**src/rtl/irq_router.sv**
```systemverilog
module irq_router #(
  parameter int DW = 8,
  parameter int AW = 3
) (
  input  logic          clk,
  input  logic          rst_n,
  input  logic [1:0]    io_evt,
  input  logic [1:0]    tmr_evt,
  input  logic [1:0]    twi_evt,
  input  logic          dma_busy,
  input  logic          bus_bsy,
  input  logic          bsy_release_ok,
  input  logic [AW-1:0] reg_addr,
  input  logic          reg_wr,
  input  logic          reg_rd,
  input  logic [DW-1:0] reg_wdata,
  output logic [DW-1:0] reg_rdata,
  output logic          irq_line0,
  output logic          irq_line1
);
  localparam logic [AW-1:0] A_STAT = 0, A_MASK = 1, A_ROUTE = 2,
                            A_CTRL = 3, A_REQ = 4, A_ACK = 5;

  logic [DW-1:0] status, mask, route, evt;
  logic dma_ien, mon_en, req_active, dma_prev, bsy_prev;
  logic dma_fall, bsy_loss, new_req, ack_rd, clr_wr;

  assign dma_fall = dma_ien & dma_prev & ~dma_busy;
  assign bsy_loss = mon_en & bsy_prev & ~bus_bsy & ~bsy_release_ok;
  assign evt      = {bsy_loss, twi_evt, dma_fall, tmr_evt, io_evt};
  assign new_req  = |(evt & mask);
  assign ack_rd   = reg_rd && reg_addr == A_ACK;
  assign clr_wr   = reg_wr && reg_addr == A_STAT;

  always_ff @(posedge clk) begin
    if (!rst_n) begin
      status <= '0; mask <= '0; route <= '0;
      dma_ien <= 1'b0; mon_en <= 1'b0; req_active <= 1'b0;
      dma_prev <= 1'b0; bsy_prev <= 1'b0;
      irq_line0 <= 1'b0; irq_line1 <= 1'b0;
    end else begin
      dma_prev <= dma_busy;
      bsy_prev <= bus_bsy;
      status   <= (clr_wr ? (status & ~reg_wdata) : status) | evt;
      if (reg_wr && reg_addr == A_MASK)  mask  <= reg_wdata;
      if (reg_wr && reg_addr == A_ROUTE) route <= reg_wdata;
      if (reg_wr && reg_addr == A_CTRL) begin
        dma_ien <= reg_wdata[0];
        mon_en  <= reg_wdata[1];
      end
      if (new_req)     req_active <= 1'b1;
      else if (ack_rd) req_active <= 1'b0;
      irq_line0 <= |(status & mask & ~route);
      irq_line1 <= |(status & mask & route);
    end
  end

  always_comb begin
    case (reg_addr)
      A_STAT:       reg_rdata = status;
      A_MASK:       reg_rdata = mask;
      A_ROUTE:      reg_rdata = route;
      A_CTRL:       reg_rdata = {{(DW-2){1'b0}}, mon_en, dma_ien};
      A_REQ, A_ACK: reg_rdata = {{(DW-1){1'b0}}, req_active};
      default:      reg_rdata = '0;
    endcase
  end

  p_evt_sets_r1: assert property (@(posedge clk) disable iff (!rst_n)
    (|evt) |=> ((status & $past(evt)) == $past(evt)));
  p_masked_quiet_r2: assert property (@(posedge clk) disable iff (!rst_n)
    (mask == '0) |=> (!irq_line0 && !irq_line1));
  p_dma_gate_r5: assert property (@(posedge clk) disable iff (!rst_n)
    $rose(status[4]) |-> $past(dma_ien));
  p_w1c_r7: assert property (@(posedge clk) disable iff (!rst_n)
    (clr_wr && evt == '0) |=> ((status & $past(reg_wdata)) == '0));
  p_ack_clears_r8: assert property (@(posedge clk) disable iff (!rst_n)
    (ack_rd && !new_req) |=> !req_active);
  p_lines_excl_r3: assert property (@(posedge clk) disable iff (!rst_n)
    ($countones(mask) == 1 && $stable(mask)) |=> !(irq_line0 && irq_line1));
endmodule

```
**config.mk**
```make
export PLATFORM = sky130hd
export DESIGN_NAME = irq_router
export DESIGN_NICKNAME = d
export VERILOG_FILES = /design/src/rtl/irq_router.sv
export SDC_FILE = /design/constraint.sdc
export NUM_CORES = 1
export LEC_CHECK = 0
export CORE_MARGIN = 4
export CORE_UTILIZATION = 60
export DETAILED_ROUTE_END_ITERATION = 8
export DONT_BUFFER_PORTS = 1
export GPL_TIMING_DRIVEN = 0
export PLACE_DENSITY = 0.78
export SETUP_SLACK_MARGIN = 0.05
export SYNTH_ARGS = -nofsm -noshare
export SYNTH_HDL_FRONTEND = slang
export SYNTH_SLANG_ARGS = --single-unit
```
**constraint.sdc**
```tcl
create_clock -name clk -period 1.29 [get_ports clk]
set_input_delay 0.258 -clock clk [delete_from_list [all_inputs] [get_ports clk]]
set_output_delay 0.258 -clock clk [all_outputs]
set_load 0.02 [all_outputs]
```
* Yosys cells after proc, flatten, opt, wreduce, memory -nomap -nowiden
Cells that the tools add are included.
** Operators by class
- Eq/ne operators :: 5
- Bitwise operators :: 16
- Reductions and logical operators :: 11
- Muxes and demuxes :: 4
** Operators by type and width (number)
- bitwise AND 8 bit :: 5
- one-hot mux 8 bit (5 select lines) :: 1
- OR reduction 8 bit :: 3
- inverter 8 bit :: 2
- two-way mux 8 bit :: 1
- bitwise OR 8 bit :: 1
- equality test 3 x 2 -> 1 bit, second input constant :: 2
- equality test 3 bit, second input constant :: 2
- bitwise AND 1 bit :: 5
- logical AND 1 bit :: 5
- equality test 3 x 1 -> 1 bit, second input constant :: 1
- zero test 3 bit :: 1
- inverter 1 bit :: 3
- two-way mux 1 bit :: 2
- nonzero test 2 bit :: 1
- OR reduction 2 bit :: 1
** Storage, ports and cells
- Input port bits :: 24
- Flip-flop bits (word level) :: 31
- Output and inout port bits :: 10
- Word-level logic and storage cells :: 46

* Logic depth before layout (Yosys ltp)
- Word-level depth :: 6
- Mapped depth :: 4
- Gate-level depth less buffers :: 3

* Worst setup path before layout
No wires, ideal clock.
- Path kind :: input to output
- Start :: input port reg_addr[1]
- End :: output port reg_rdata[0]
- Arrival :: 1011 ps
- Slack :: 21 ps
- Stages on the path :: 4
- Required time :: 1032 ps
- Path through :: buf_6 mux2i_1 o21a_1 o22ai_1
** On the way
- Word-level cells in the longest chain between the ends :: 3
- Elaborated cells on any way between the ends :: 8
** RTL lines
- start: declaration :: RTL line 13 : input logic [AW-1:0] reg_addr,
- equality test 3 bit :: RTL line 59 : case (reg_addr)
- OR reduction 2 bit :: RTL line 59
- one-hot mux 8 bit (5 select lines) * :: RTL line 59
- end: declaration :: RTL line 17 : output logic [DW-1:0] reg_rdata,
Every way passes the cells marked *; elsewhere a longest branch is shown, timed or not.

* Worst setup path in the final report
- Start :: register mon_en
- End :: output port reg_rdata[1]
** On the way
- Word-level cells in the longest chain between the ends :: 1
** RTL lines
- start: declaration :: RTL line 25 : logic dma_ien, mon_en, req_active, dma_prev, bsy_prev;
- start signal: assignment :: RTL line 49 : mon_en <= reg_wdata[1];
- one-hot mux 8 bit (5 select lines) :: RTL line 59
No other way between the ends.

==> key figures <==
Floorplan
  – CORE AREA: approximately 2500 sq um
  – I/O pins: 34
  – Row cnt: 18
  – Die height: ~59 um
  – Die ar.: roughly 3500 sq um
  – Initial Util: 0.6346
  – Die X-Extent: 59.42 um

Global routing
  – Initial antenna violation count: 0
  – Number of global-route vias before repair: approximately 1400
  – Largest net degree at the start of global routing: 11
  – Total grt overflow: 0
  – First-pass GRT wire length: between 7 and 8 mm
  – Global Route Usage Sum: 0.2751

Worst hold path
  – WHS Endpoint: status[1]$_SDFF_PN0_
  – Hold WC Path Type: primary input to flip-flop
  – Worst hold stages: 1
  – Hold_sp: reg_wdata[1]

STA
  – Tcrit/Tclk final: 1.199
  – Unrepaired setup endpoints after global routing: yes
  – Final hold vios: 0
  – Fmax: between 600 and 700 MHz
  – Final setup vio count: 8
  – Period minus WS final: between 1.5 and 2 ns
  – Relative slew slack: 0.5895
  – Final WS setup: -0.2562 ns
  – Max Slew Vio Count: 0
  – Worst-margin pin slew: roughly 0.61 ns
  – Post-route clock skew: ~0.011 ns

Synth
  – Post-Synthesis Cells: about 170
  – Syn Area/Cell: between 9 and 10 sq um
  – Register bit total from synthesis: 31
  – Register area share after synthesis: 0.3912
  – Post-Synth XOR/XNOR Area: 0
  – Cell Area, Synth: 1587 sq um
  – Main combinational cell family by area after synthesis: simple AND/OR/NAND/NOR gates
  – Mux share of post-synthesis cell area: 0.1743
  – Complex-gate fraction of the synthesized area: 0.1577
  – Count of different cell masters after synthesis: 28
  – Yosys warning total: 0
  – Mapped Nets: approximately 190
  – Post-synthesis simple-gate area fraction: 0.2224
  – Synth Area in Adders: 0

Clock tree
  – Skew-Pair Late Insertion Delay: roughly 0.33 ns
  – Max clock buf depth: 2
  – CTS clk-pin slew, worst paths: roughly 0.09 ns
  – Clock sinks: 31
  – CTS tree: done
  – Clock H-tree levels: 2
  – Num CTS Buffers: 5
  – Root Driver: clkbuf_4

Final layout
  – Area growth from synthesis to layout: 24.84%
  – Multi-input gate area: 984.7 sq um
  – Final Core Density: 0.7923
  – Nets: around 220
  – Ratio of cells with drive above 1 in the final layout: 0.3706
  – Antenna cell count: 0
  – Register area: between 600 and 700 sq um
  – Fillers: approximately 160

Setup path
  – Startpoint class of the critical path: flip-flop
  – Req. time, crit path: just over 1 ns
  – Critical path type: flip-flop to output pin
  – Worst R2R Start: mask[0]$_SDFFE_PN0P_
  – Critical Path Fanout Max: 2
  – Setup crit start: mon_en$_SDFFE_PN0P_
  – Crit path DAT: about 1.3 ns
  – Path depth of the worst reg2reg path: 4
  – R2R Path End: req_active$_SDFFE_PN0P_
  – Critical path capture point type: output pin
  – FF-to-FF setup slack: roughly 0.11 ns

Place
  – DPL Wire Length: between 2 and 3 mm
  – Placement Setup Slack: -0.03377 ns
  – RD Place Congestion: 0.8087
  – I/O Buffers: 0

Drt
  – DRT iter0 DRCs: 102
  – Total number of vias: around 1400
  – DRC violations left: 0
  – Pre-antenna DRT Iters: 4
  – Wire length per cell: 19.78 um
  – WL final: about 4.5 mm
  – Final ANT Viol Nets: 0
  – Vias per cell: 6.366

Run
  – Max Cap Viol: 0

Power
  – Cell Pwr Density: 895.4 nW/um^2
  – Peak VDD IR: 930.9 uV
  – Leakage Power: 0.7421 nW

Run status
  – Status: finished, violations left
  – Failing checks: setup timing
## cell usage after synthesis, drive strengths merged
| cell | number | area share |
|---|---|---|
| dfxtp | 31 | 0.39 |
| nand3 | 9 | 0.028 |
| nand4b | 2 | 0.011 |
| o21a | 4 | 0.019 |
| a2bb2oi | 6 | 0.033 |
| nor2 | 7 | 0.017 |
| clkbuf | 3 | 0.0071 |
| o21ai | 6 | 0.019 |
| o22ai | 5 | 0.020 |
| nor4b | 1 | 0.015 |
| nor2b | 20 | 0.079 |
| nor4bb | 1 | 0.0063 |
| a21oi | 1 | 0.0032 |
| a22oi | 3 | 0.014 |
| and4bb | 2 | 0.016 |
| o31a | 1 | 0.0055 |
| mux4 | 1 | 0.017 |
| and3b | 1 | 0.0055 |
| a21boi | 2 | 0.0095 |
| nand4 | 3 | 0.012 |
| inv | 7 | 0.017 |
| and2 | 3 | 0.012 |
| buf | 6 | 0.031 |
| nand2 | 9 | 0.021 |
| o41a | 1 | 0.0071 |
| a31oi | 7 | 0.028 |
| mux2i | 25 | 0.16 |
## cell families after synthesis
logic type / Yosys count
AND/OR/NAND/NOR: 58
AO/OA/AOI/OAI: 36
flip-flops: 31
multiplexers: 26
buffers and inverters: 16
## worst max-delay path, stage by stage (launching register included)
cell	delay [ns]
dfxtp_2	0.33
mux4_2	0.46
nor2b_4	0.16
## per-stage QoR
step                      TNS [ns]  power [mW]  std cells  cell area (sq um)  hold slack [ns]
final                      -0.8222       1.773        227               1981         0.004514
after global routing        -1.251       1.859        227               1981         0.001163
after CTS                  -0.9640       1.745        221               1891         0.003789
after detailed placement  -0.05406       1.214        197               1630           0.3661
after global placement    -0.06339       1.206        197               1630           0.3618
after floorplan                  0       1.176        167               1593           0.3582
## worst max path at each step
| stage | to | slack, ns | cells past startpoint |
|---|---|---|---|
| 3_5_place_dp | status[7]$_SDFF_PN0_ | -0.03 | 3 |
| 6_report | reg_rdata[1] | -0.26 | 2 |
| 3_3_place_gp | status[4]$_SDFF_PN0_ | -0.03 | 3 |
| 2_1_floorplan | reg_rdata[1] | 0.05 | 2 |
| 4_1_cts | reg_rdata[1] | -0.26 | 2 |
| 5_1_grt | reg_rdata[1] | -0.29 | 2 |
## registers in the layout, summed over array words and instances, names as in the netlist
register / flops
irq_line0: 1
irq_line1: 1
req_active: 1
status: 8
bsy_prev: 1
route: 8
dma_prev: 1
mon_en: 1
dma_ien: 1
mask: 8
## what timing repair did
item | in CTS | in global routing
endpoints found under the hold margin | 0 | 2
buffers inserted | 18 | 4
hold buffers | 0 | 2
endpoints found under the setup margin | 9 | 9
pin swaps | 7 | 7
resized for setup | 36 | 7
## cells in the final DEF (no fill, tap or decap), types with 6 or more instances in the layout
master and count:
mux2i_1 24, buf_4 22, dfxtp_2 20, nor2b_1 19
dfxtp_1 11, nand3_1 9, nand2_1 9, inv_1 7
a31oi_1 7, o21ai_0 6
## per-layer routing
layer	global-route usage	routed length, um
met1	0.3477	1850
met2	0.4243	2206
met3	0.08279	351
met4	0.1327	81
met5	0	0
## where the power goes
group          internal, mW  switching (mW)  leakage [nW]
clock network         0.193           0.307        0.0242
registers             0.993          0.0244         0.261
logic                 0.129           0.126         0.457
total                  1.32           0.458         0.742
## cell type report
class                           instances  area share
Buffer                                  9     0.03032
Clock buffer                            6     0.02085
Inverter                                7     0.01327
Multi-Input combinational cell        120      0.4972
Sequential cell                        31      0.3260
Tap cell                               30     0.01895
Timing Repair Buffer                   24     0.09349
Power figures use the tool's default switching activity.
